`src/rtl/rank_dec_pkg.sv`:
```
`timescale 1ns/1ps
// Shared constants for the rank boundary decoder: register widths,
// configuration address layout and page-size codes.
package rank_dec_pkg;
    localparam int BND_W     = 8;    // limit register width, in grains
    localparam int CODE_W    = 3;    // page-size code width
    localparam int CFG_AW    = 8;    // configuration address width
    localparam int CH_STRIDE = 128;  // address distance between channels
    localparam int ATTR_OFS  = 8;    // first attribute byte within a channel

    localparam logic [CODE_W-1:0] PG_EMPTY = 3'b000;
    localparam logic [CODE_W-1:0] PG_4K    = 3'b010;
    localparam logic [CODE_W-1:0] PG_8K    = 3'b011;
    localparam logic [CODE_W-1:0] PG_16K   = 3'b100;

    // True for the three codes that describe a usable rank.
    function automatic logic page_code_ok(input logic [CODE_W-1:0] c);
        return (c == PG_4K) || (c == PG_8K) || (c == PG_16K);
    endfunction
endpackage

```
`src/rtl/rank_cfg_regs.sv`:
```
`timescale 1ns/1ps
// Configuration storage: one limit byte and one page code per rank.
// Assumes two channels; channel c occupies addresses c*CH_STRIDE onward.
// Each attribute byte carries two ranks (even in [2:0], odd in [6:4]).
module rank_cfg_regs
    import rank_dec_pkg::*;
#(
    parameter  int RANKS_PER_CH = 4,
    localparam int N            = 2 * RANKS_PER_CH
) (
    input  logic                        clk,
    input  logic                        rst_n,
    input  logic                        we,
    input  logic [CFG_AW-1:0]           addr,
    input  logic [BND_W-1:0]            wdata,
    output logic [N-1:0][BND_W-1:0]     bnd,
    output logic [N-1:0][CODE_W-1:0]    code
);
    for (genvar c = 0; c < 2; c++) begin : g_ch
        for (genvar r = 0; r < RANKS_PER_CH; r++) begin : g_rank
            localparam int              IDX      = c * RANKS_PER_CH + r;
            localparam logic [CFG_AW-1:0] BND_ADDR = CFG_AW'(c * CH_STRIDE + r);
            localparam logic [CFG_AW-1:0] ATR_ADDR = CFG_AW'(c * CH_STRIDE + ATTR_OFS + r / 2);
            localparam int              LSB      = (r % 2) * 4;

            logic [BND_W-1:0]  bnd_q;
            logic [CODE_W-1:0] code_q;

            // Limit register: load on a write to its own address.
            always_ff @(posedge clk) begin
                if (!rst_n)                        bnd_q <= '0;
                else if (we && addr == BND_ADDR)   bnd_q <= wdata;
            end

            // Page code: load this rank's field of the shared attribute byte.
            always_ff @(posedge clk) begin
                if (!rst_n)                        code_q <= PG_EMPTY;
                else if (we && addr == ATR_ADDR)   code_q <= wdata[LSB +: CODE_W];
            end

            assign bnd[IDX]  = bnd_q;
            assign code[IDX] = code_q;
        end
    end
endmodule

```
`src/rtl/rank_span_table.sv`:
```
`timescale 1ns/1ps
// Derives, from the raw limits, each rank's lower bound (running maximum
// of earlier limits), whether it is live (rises above that bound and has
// a legal page code), and whether the two channels are symmetric.
module rank_span_table
    import rank_dec_pkg::*;
#(
    parameter  int RANKS_PER_CH = 4,
    localparam int N            = 2 * RANKS_PER_CH
) (
    input  logic [N-1:0][BND_W-1:0]  bnd,
    input  logic [N-1:0][CODE_W-1:0] code,
    output logic [N-1:0][BND_W-1:0]  lo,
    output logic [N-1:0]             live,
    output logic                     dual
);
    logic [RANKS_PER_CH-1:0] pair_eq;

    for (genvar i = 0; i < N; i++) begin : g_span
        // Lower bound: zero for the first rank, else the highest earlier limit.
        if (i == 0) begin : g_first
            assign lo[i] = '0;
        end else begin : g_next
            assign lo[i] = (bnd[i-1] > lo[i-1]) ? bnd[i-1] : lo[i-1];
        end
        // A rank is live only with a non-empty span and a usable page code.
        assign live[i] = (bnd[i] > lo[i]) && page_code_ok(code[i]);
    end

    for (genvar r = 0; r < RANKS_PER_CH; r++) begin : g_sym
        // Symmetry: same-position limits of both channels agree.
        assign pair_eq[r] = (bnd[r] == bnd[r + RANKS_PER_CH]);
    end
    assign dual = &pair_eq;
endmodule

```
`src/rtl/rank_match.sv`:
```
`timescale 1ns/1ps
// Combinational search: finds the lowest live rank whose span holds the
// address grain. In dual mode the channel-1 half of the table is skipped.
module rank_match
    import rank_dec_pkg::*;
#(
    parameter  int RANKS_PER_CH = 4,
    localparam int N            = 2 * RANKS_PER_CH,
    localparam int RK_W         = $clog2(N)
) (
    input  logic [BND_W-1:0]         grain,
    input  logic [N-1:0][BND_W-1:0]  bnd,
    input  logic [N-1:0][BND_W-1:0]  lo,
    input  logic [N-1:0]             live,
    input  logic [N-1:0][CODE_W-1:0] code,
    input  logic                     dual,
    output logic                     hit,
    output logic [RK_W-1:0]          rank,
    output logic [CODE_W-1:0]        page
);
    logic [N-1:0] sel;

    for (genvar i = 0; i < N; i++) begin : g_cmp
        localparam logic LOW_HALF = (i < RANKS_PER_CH);
        // Per-rank window test, gated by the mode's search range.
        assign sel[i] = live[i] && (grain >= lo[i]) && (grain < bnd[i])
                        && (dual ? LOW_HALF : 1'b1);
    end

    // Priority pick, lowest index wins (spans never overlap when live).
    always_comb begin
        hit  = 1'b0;
        rank = '0;
        page = PG_EMPTY;
        for (int i = N - 1; i >= 0; i--) begin
            if (sel[i]) begin
                hit  = 1'b1;
                rank = RK_W'(i);
                page = code[i];
            end
        end
    end
endmodule

```
`src/rtl/rank_boundary_decoder.sv`:
```
`timescale 1ns/1ps
// Top level: configuration registers, span derivation, window search and
// a registered result stage. Address grain is 2^GRAIN_SHIFT bytes; the
// interleave bit selects the channel in symmetric (dual) operation.
module rank_boundary_decoder
    import rank_dec_pkg::*;
#(
    parameter  int RANKS_PER_CH = 4,
    parameter  int GRAIN_SHIFT  = 25,
    parameter  int INTLV_BIT    = 7,
    localparam int N            = 2 * RANKS_PER_CH,
    localparam int RK_W         = $clog2(N),
    localparam int ADDR_W       = BND_W + GRAIN_SHIFT
) (
    input  logic              clk,
    input  logic              rst_n,
    input  logic              cfg_we,
    input  logic [CFG_AW-1:0] cfg_addr,
    input  logic [BND_W-1:0]  cfg_wdata,
    input  logic              lk_valid,
    input  logic [ADDR_W-1:0] lk_addr,
    output logic              res_valid,
    output logic              res_hit,
    output logic [RK_W-1:0]   res_rank,
    output logic              res_chan,
    output logic [CODE_W-1:0] res_page,
    output logic              dual_mode
);
    logic [N-1:0][BND_W-1:0]  bnd;
    logic [N-1:0][CODE_W-1:0] code;
    logic [N-1:0][BND_W-1:0]  lo;
    logic [N-1:0]             live;
    logic                     m_hit;
    logic [RK_W-1:0]          m_rank;
    logic [CODE_W-1:0]        m_page;
    logic                     take;
    logic                     chan_nxt;
    logic                     unused_low_addr;

    rank_cfg_regs #(.RANKS_PER_CH(RANKS_PER_CH)) u_regs (
        .clk(clk), .rst_n(rst_n), .we(cfg_we), .addr(cfg_addr),
        .wdata(cfg_wdata), .bnd(bnd), .code(code)
    );

    rank_span_table #(.RANKS_PER_CH(RANKS_PER_CH)) u_span (
        .bnd(bnd), .code(code), .lo(lo), .live(live), .dual(dual_mode)
    );

    rank_match #(.RANKS_PER_CH(RANKS_PER_CH)) u_match (
        .grain(lk_addr[ADDR_W-1:GRAIN_SHIFT]), .bnd(bnd), .lo(lo),
        .live(live), .code(code), .dual(dual_mode),
        .hit(m_hit), .rank(m_rank), .page(m_page)
    );

    // Low address bits only matter for the interleave select.
    assign unused_low_addr = ^lk_addr[GRAIN_SHIFT-1:0];

    // Channel: interleave bit when symmetric, else the rank's half.
    assign take     = lk_valid && m_hit;
    assign chan_nxt = dual_mode ? lk_addr[INTLV_BIT]
                                : (m_rank >= RK_W'(RANKS_PER_CH));

    // Result register: one clock of latency, zero fields on a miss.
    always_ff @(posedge clk) begin
        if (!rst_n) begin
            res_valid <= 1'b0;
            res_hit   <= 1'b0;
            res_rank  <= '0;
            res_chan  <= 1'b0;
            res_page  <= PG_EMPTY;
        end else begin
            res_valid <= lk_valid;
            res_hit   <= take;
            res_rank  <= take ? m_rank : '0;
            res_chan  <= take ? chan_nxt : 1'b0;
            res_page  <= take ? m_page : PG_EMPTY;
        end
    end
endmodule

```
`config.mk`:
```
export PLATFORM = sky130hd
export DESIGN_NAME = rank_boundary_decoder
export DESIGN_NICKNAME = d
export VERILOG_FILES = /design/src/rtl/rank_dec_pkg.sv /design/src/rtl/rank_cfg_regs.sv /design/src/rtl/rank_span_table.sv /design/src/rtl/rank_match.sv /design/src/rtl/rank_boundary_decoder.sv
export SDC_FILE = /design/constraint.sdc
export NUM_CORES = 1
export LEC_CHECK = 0
export ABC_CLOCK_PERIOD_IN_PS = 13000
export BUFFER_PORTS_ARGS = -buffer_cell sky130_fd_sc_hd__buf_4
export CORE_AREA = 8 8 100 192
export CTS_BUF_LIST = sky130_fd_sc_hd__clkbuf_2 sky130_fd_sc_hd__clkbuf_4 sky130_fd_sc_hd__clkbuf_8
export CTS_CLUSTER_DIAMETER = 200
export DETAILED_ROUTE_END_ITERATION = 8
export DIE_AREA = 0 0 108 200
export GPL_TIMING_DRIVEN = 0
export PLACE_DENSITY = 0.8
export SLEW_MARGIN = 15
export SYNTH_ARGS = -nofsm -noshare
export SYNTH_HDL_FRONTEND = slang
export SYNTH_SLANG_ARGS = --single-unit
```
`constraint.sdc`:
```
create_clock -name clk -period 13 [get_ports clk]
set_input_delay 3.9 -clock clk [delete_from_list [all_inputs] [get_ports clk]]
set_output_delay 3.9 -clock clk [all_outputs]
set_load 0.005 [all_outputs]
```
## After elaboration in Yosys (flattened, before gate mapping)

Cells that the tools add are included.

- ROM bits: 0
- Memory bits (writable): 0
- Input port bits: 53
- Flip-flop bits (word level): 97
- Latch bits: 0
- Output and inout bits: 10
- Memories: 0

- Divide/modulo/power cells: 0
- Reductions and logical operators: 60
- Add/sub/neg operators: 0
- Bitwise logic cells: 0
- Shifts and indexed selects: 0
- Multipliers: 0
- Order comparisons: 25
- Equal/unequal tests: 39
- Multiplexer cells: 33

Operators with widths:

| kind | count |
|---|---|
| $lt A8 B8 Y1 | 8 |
| $ge A8 B8 Y1 | 7 |
| $gt A8 B8 Y1 | 7 |
| $mux W8 | 7 |
| $eq A3 B2 Y1 const B | 16 |
| $eq A8 B8 Y1 const B | 6 |
| $mux W3 | 16 |
| $logic_and A1 B1 Y1 | 41 |
| $eq A8 B8 Y1 | 4 |
| $eq A3 B3 Y1 const B | 8 |
| $eq A8 B2 Y1 const B | 2 |
| $eq A8 B4 Y1 const B | 2 |
| $logic_or A1 B1 Y1 | 16 |
| $mux W1 | 10 |
| $eq A8 B1 Y1 const B | 1 |
| $ge A8 B1 Y1 const B | 1 |
| $gt A8 B1 Y1 const B | 1 |
| $logic_not A8 Y1 | 1 |
| $reduce_and A4 Y1 | 1 |
| $ge A3 B3 Y1 const B | 1 |
| $reduce_and A2 Y1 | 1 |

## Depth between registers and ports, before layout

- Word-level depth: 29
- Gate-level depth with buffers: 69
- Mapped depth without buffers: 64

## Cells and area by module

From an unflattened synthesis, not the netlist that was laid out.

- Cell total of the unflattened synthesis: 1,213
- Area total of the unflattened synthesis: 9,929.5 um2

By module, submodules not included:

| module | times used | cells an instance | area an instance (um2) | sequential area each (um2) |
|---|---|---|---|---|
| rank_match | 1 | 460 | 3,379.5 | 0.0 |
| rank_cfg_regs | 1 | 319 | 3,305.7 | 1,761.7 |
| rank_span_table | 1 | 414 | 2,962.8 | 0.0 |
| rank_boundary_decoder | 1 | 20 | 281.5 | 180.2 |

## Worst setup path before layout

No wires, ideal clock.

- Path type: register -> register
- Start: register u_regs.g_ch[0].g_rank[0].bnd_q[5]
- End: register res_page[0]
- Setup time: 0.129 ns
- Arrival: 11.863 ns
- Period minus slack after synthesis: 11.991 ns
- Path slack: 1.009 ns
- Stages on the path, launching flop included: 64
- Cell sequence: dfxtp_1 -> inv_1 -> ha_1 -> a211o_1 -> a21oi_2 -> o21a_1 -> or2_2 -> clkbuf_1 -> clkbuf_1 -> nor2_1 -> a21oi_1 -> ha_1 -> a211oi_1 -> o2111ai_1 -> nand3_2 -> clkbuf_1 -> nor2_1 -> a21oi_1 -> [... 28 more ...] -> a21o_1 -> nand3_1 -> o21a_1 -> o221ai_1 -> mux2i_1 -> nand2b_1 -> a21oi_2 -> mux2_2 -> ha_1 -> a21o_1 -> a21o_1 -> a21oi_1 -> nor2b_1 -> o21ai_0 -> a31oi_1 -> a21oi_4 -> o21ai_2 -> nor3_1

- Longest elaborated chain between the ends: 29
- Elaborated cells on any way between the ends: 72
- Classes of those cells: order compare (16); eq/ne (1); mux (24); reduce/logical (31)

Ends and longest elaborated chain:

| element | RTL line | source |
|---|---|---|
| from (decl) | rank_cfg_regs.sv:26 | `logic [BND_W-1:0] bnd_q;` |
| from (signal assigned) | rank_cfg_regs.sv:32 | `else if (we && addr == BND_ADDR) bnd_q <= wdata;` |
| $gt A8 B1 Y1 | rank_span_table.sv:24, rank_span_table.sv:27 |  |
| $mux W8 | rank_span_table.sv:24 | `assign lo[i] = (bnd[i-1] > lo[i-1]) ? bnd[i-1] : lo[i-1];` |
| $gt A8 B8 Y1 | rank_span_table.sv:24, rank_span_table.sv:27 |  |
| $mux W8 | rank_span_table.sv:24 |  |
| $gt A8 B8 Y1 | rank_span_table.sv:24, rank_span_table.sv:27 |  |
| $mux W8 | rank_span_table.sv:24 |  |
| $gt A8 B8 Y1 | rank_span_table.sv:24, rank_span_table.sv:27 |  |
| $mux W8 | rank_span_table.sv:24 |  |
| [... 5 more ...] | n/a |  |
| $mux W8 | rank_span_table.sv:24 |  |
| $gt A8 B8 Y1 | rank_span_table.sv:27 | `assign live[i] = (bnd[i] > lo[i]) && page_code_ok(code[i]);` |
| $logic_and A1 B1 Y1 | rank_span_table.sv:27 |  |
| $logic_and A1 B1 Y1 (2 in series) | rank_match.sv:26 | `assign sel[i] = live[i] && (grain >= lo[i]) && (grain < bnd[i])` |
| $logic_and A1 B1 Y1 | rank_match.sv:27 | `&& (dual ? LOW_HALF : 1'b1);` |
| $mux W1 (8 in series) | rank_match.sv:36 | `if (sel[i]) begin` |
| $logic_and A1 B1 Y1 | rank_boundary_decoder.sv:59 | `assign take = lk_valid && m_hit;` |
| $reduce_and A2 Y1 (no line) | n/a |  |
| to (signal assigned) | rank_boundary_decoder.sv:76 | `res_page <= take ? m_page : PG_EMPTY;` |
| to (decl) | rank_boundary_decoder.sv:26 | `output logic [CODE_W-1:0] res_page,` |

Several ways; a longest one is shown, not always the timed one.
A chain may end at the register's enable or synchronous reset.

## Worst setup path after layout

- Start: register u_regs.g_ch[0].g_rank[0].bnd_q[5]
- End: register res_rank[0]

- Longest elaborated chain between the ends: 29
- Elaborated cells on any way between the ends: 72
- Classes of those cells: order compare (16); eq/ne (1); mux (24); reduce/logical (31)

Ends and longest elaborated chain:

| element | RTL line | source |
|---|---|---|
| $gt A8 B1 Y1 | rank_span_table.sv:24, rank_span_table.sv:27 |  |
| $mux W8 | rank_span_table.sv:24 |  |
| $gt A8 B8 Y1 | rank_span_table.sv:24, rank_span_table.sv:27 |  |
| $mux W8 | rank_span_table.sv:24 |  |
| $gt A8 B8 Y1 | rank_span_table.sv:24, rank_span_table.sv:27 |  |
| $mux W8 | rank_span_table.sv:24 |  |
| $gt A8 B8 Y1 | rank_span_table.sv:24, rank_span_table.sv:27 |  |
| $mux W8 | rank_span_table.sv:24 |  |
| [... 5 more ...] | n/a |  |
| $mux W8 | rank_span_table.sv:24 |  |
| $gt A8 B8 Y1 | rank_span_table.sv:27 |  |
| $logic_and A1 B1 Y1 | rank_span_table.sv:27 |  |
| $logic_and A1 B1 Y1 (2 in series) | rank_match.sv:26 |  |
| $logic_and A1 B1 Y1 | rank_match.sv:27 |  |
| $mux W1 (8 in series) | rank_match.sv:36 |  |
| $logic_and A1 B1 Y1 | rank_boundary_decoder.sv:59 |  |
| $reduce_and A2 Y1 (no line) | n/a |  |
| to (signal assigned) | rank_boundary_decoder.sv:74 | `res_rank <= take ? m_rank : '0;` |
| to (decl) | rank_boundary_decoder.sv:24 | `output logic [RK_W-1:0] res_rank,` |

Several ways; a longest one is shown, not always the timed one.

==> results.cfg <==
[finish]
layout_common_cells = ha_1, nor2b_1, mux2i_1
drive_gt1_share_pct = 12.8
finalInstanceArea_um2 = 9970
final_cells = 1307
areaGrowthSynthToFinish_pct = 10.9
insertedDiodeCount = 0
nets = 1305
final_common_cell = ha_1

[cts]
cts_tree = yes
cts.sinks = 97
clkTransAtPathRegs_ps = 90
insertion_delay_ps = 370
h-tree-depth = 3
cts_root_buf = clkbuf_8
cts_buffers = 9
cts_max_path_buffers = 2

[worst_setup_path]
critical_path_class = flop to flop
cp_common_cell = ha_1
start_kind = flop
critPathCaptureType = flop
crit_path_top_delay_cell = dfxtp_4
cp_slowest_stage_delay_ps = 420
crit_fanout = 10
cp_data_required_time_ps = 13270
cp.arrival_ps = 12630

[power_and_ir_drop]
p_sw_share_pct = 35.9
power_frac_comb_pct = 42.2
ir_drop_mv = 0.122
p_clk_share_pct = 23.0
p_per_area_nw_per_um2 = 85.7
p_int_uw = 548
leakage_nw = 4.66
p_seq_share_pct = 34.8
switching_power_uw = 307

[detailed_routing]
num_vias = 8090
ant_nets = 0
dr.pass1.iters = 7
routedWlPerCell_um = 21.7
drc = 0
vias_per_cell = 6.19
routed_wl_mm = 28.4
first_iter_violations = 408

[synthesis]
avgSynthCellArea_um2 = 8.66
synth_top_cell_by_area = ha_1
synthAdderAreaFrac_pct = 22.2
synth_area_leaders = ha_1, dfxtp_1, mux2i_1
synthCells = 1037
ys_async_sr_fraction_pct = 0
syn-cell-area_um2 = 8980
ys.flop_type = dfxtp_1
synth-edff-count = 0
synth.area.mux_share_pct = 13.3
synth-seq-area-share_pct = 21.6
synth_compound_area_share_pct = 14.9
synth_top_family_by_area = adder cells
synth_seq_cells = 97
yosys.area_share.simple_pct = 19.7
synth-xor-area-share_pct = 3.40
synth_top_area_share_pct = 21.7
synth_cell_types = 72
syn_nets = 1246
ys_warn_count = 0

[die]
ioPinCount = 63
core_area_um2 = 16700
die_w_um = 108
die_area_um2 = 21600
initial_core_util_pct = 53.9
fp-row-count = 67
die_h_um = 200

[timing]
fin_skew_ps = 12.4
maxSlewHeadroom_pct = 35.6
fmax_ghz = 0.0810
finalCritPeriodShare_pct = 95.0
tightest_slew_ps = 965
hold_viol_final = 0
slew_viol_final = 0
setup_tns_ps = 0
period_minus_slack_ps = 12350
setup_viol = 0

[placed_design]
portBuffers = 36
dpl_cell_area_um2 = 9510
dp.cells = 1280
dp_hpwl_mm = 22.0
gp_congestion = 0.946

[status]
status = completed

[global_route]
grt_pass1_vias = 8122
antenna_found_initial = 0
grt_pass1_wl_mm = 42.7
grt_remaining_overflow = 0
grt_start_max_net_pins = 16
grt_use_total_pct = 25.8

[hold_path]
hp-class = flop to flop

[run]
cap_violations = 0
-- routing by layer --
layer	track usage [%]	routed length, um	up-vias
li1	-	-	3805
met1	25.0	10100	3830
met2	47.8	14700	309
met3	2.32	1070	146
met4	21.7	2530	0
met5	0	0	-
-- worst paths after layout --
kind,start,endpoint,depth (start not counted),slack [ps]
worst max register to register,u_regs.g_ch[0].g_rank[0].bnd_q[5],res_rank[0],63,650
worst max-delay path,u_regs.g_ch[0].g_rank[0].bnd_q[5],res_rank[0],63,650
worst min register to register,u_regs.g_ch[1].g_rank[3].code_q[2],res_page[2],2,540
worst min-delay path,u_regs.g_ch[1].g_rank[3].code_q[2],res_page[2],2,540
-- synth_stat cells, drive strengths merged, types with 2 or more instances --
cell and instances:
buf 2, a221oi 2, o21bai 2, and2 4, nor4 15, a311oi 2, clkbuf 25, ha 156
nand2b 26, o2111ai 3, a2111oi 5, xor2 33, o221ai 2, o21a 7, or3 4, inv 89
nand3 11, a21oi 71, and4 3, nand2 48, nor3b 4, a211o 4, nand3b 2, o211ai 9
nor2b 107, nor4b 2, o21ai 43, a21boi 3, nand4 17, a31oi 5, a211oi 7, nor2 54
mux2 16, o221a 3, or2 3, maj3 4, a21o 22, and3 4, dfxtp 97, nor3 7
mux2i 101
-- critical path: cells and delay by family, from the launching register on --
kind                       cells  cell delay [ps]
AOI/OAI and AO/OA             24             4320
adders and majority gates      8             2480
buffers and inverters          8             1170
DFF                            1              420
muxes                          3              890
and+or+nand+nor               20             2950
-- final cells by class --
cell class,count,area [um2]
Clock inverter,5,57.6
Fill cell,1363,6710
Buffer,26,120
Inverter,89,334
Sequential cell,97,1960
Multi-Input combinational cell,824,6740
Tap cell,207,259
Clock buffer,10,131
Timing Repair Buffer,49,368
-- cell families (layout without fill, tap and decap cells) --
group	Yosys count	in the layout
AND/OR/NAND/NOR	315	315
AO/OA/AOI/OAI	198	198
adder cells (fa/ha/maj)	160	160
multiplexers	117	117
buffers and inverters	116	179
flip-flops	97	97
XOR/XNOR	34	34
-- power groups by stage --
| stage | registers [mW] | logic, mW | clock network, mW |
|---|---|---|---|
| after floorplan | 0.305 | 0.234 | 0 |
| after global placement | 0.305 | 0.300 | 0 |
| after CTS | 0.298 | 0.335 | 0.194 |
| after global routing | 0.297 | 0.396 | 0.205 |
| final | 0.297 | 0.361 | 0.196 |
| after detailed placement | 0.305 | 0.311 | 0 |
-- state kept, by name, indices dropped and copies added (netlist names) --
| register | count |
|---|---|
| res_chan | 1 |
| res_hit | 1 |
| res_page | 3 |
| res_rank | 3 |
| res_valid | 1 |
| u_regs.g_ch.g_rank.bnd_q | 64 |
| u_regs.g_ch.g_rank.code_q | 24 |
-- through the flow --
| step | power (mW) | hold WS (ps) | util [%] | worst slack [ps] |
|---|---|---|---|---|
| 6_report | 0.854 | 540 | 59.8 | 649 |
| 5_1_grt | 0.898 | 553 | 59.8 | -172 |
| 4_1_cts | 0.827 | 537 | 58.6 | 56.7 |
| 3_5_place_dp | 0.616 | 522 | 57.0 | -1200 |
| 3_3_place_gp | 0.605 | 520 | 57.0 | -1020 |
| 2_1_floorplan | 0.538 | 497 | - | 1010 |
-- timing repair --
action,4_1_cts,5_1_grt
buffers inserted,4,9
resized for setup,19,40
setup endpoints to repair,8,8
pin swaps,1,6
hold buffers,0,0
hold endpoints to repair,0,0
Power figures use the tool's default switching activity.
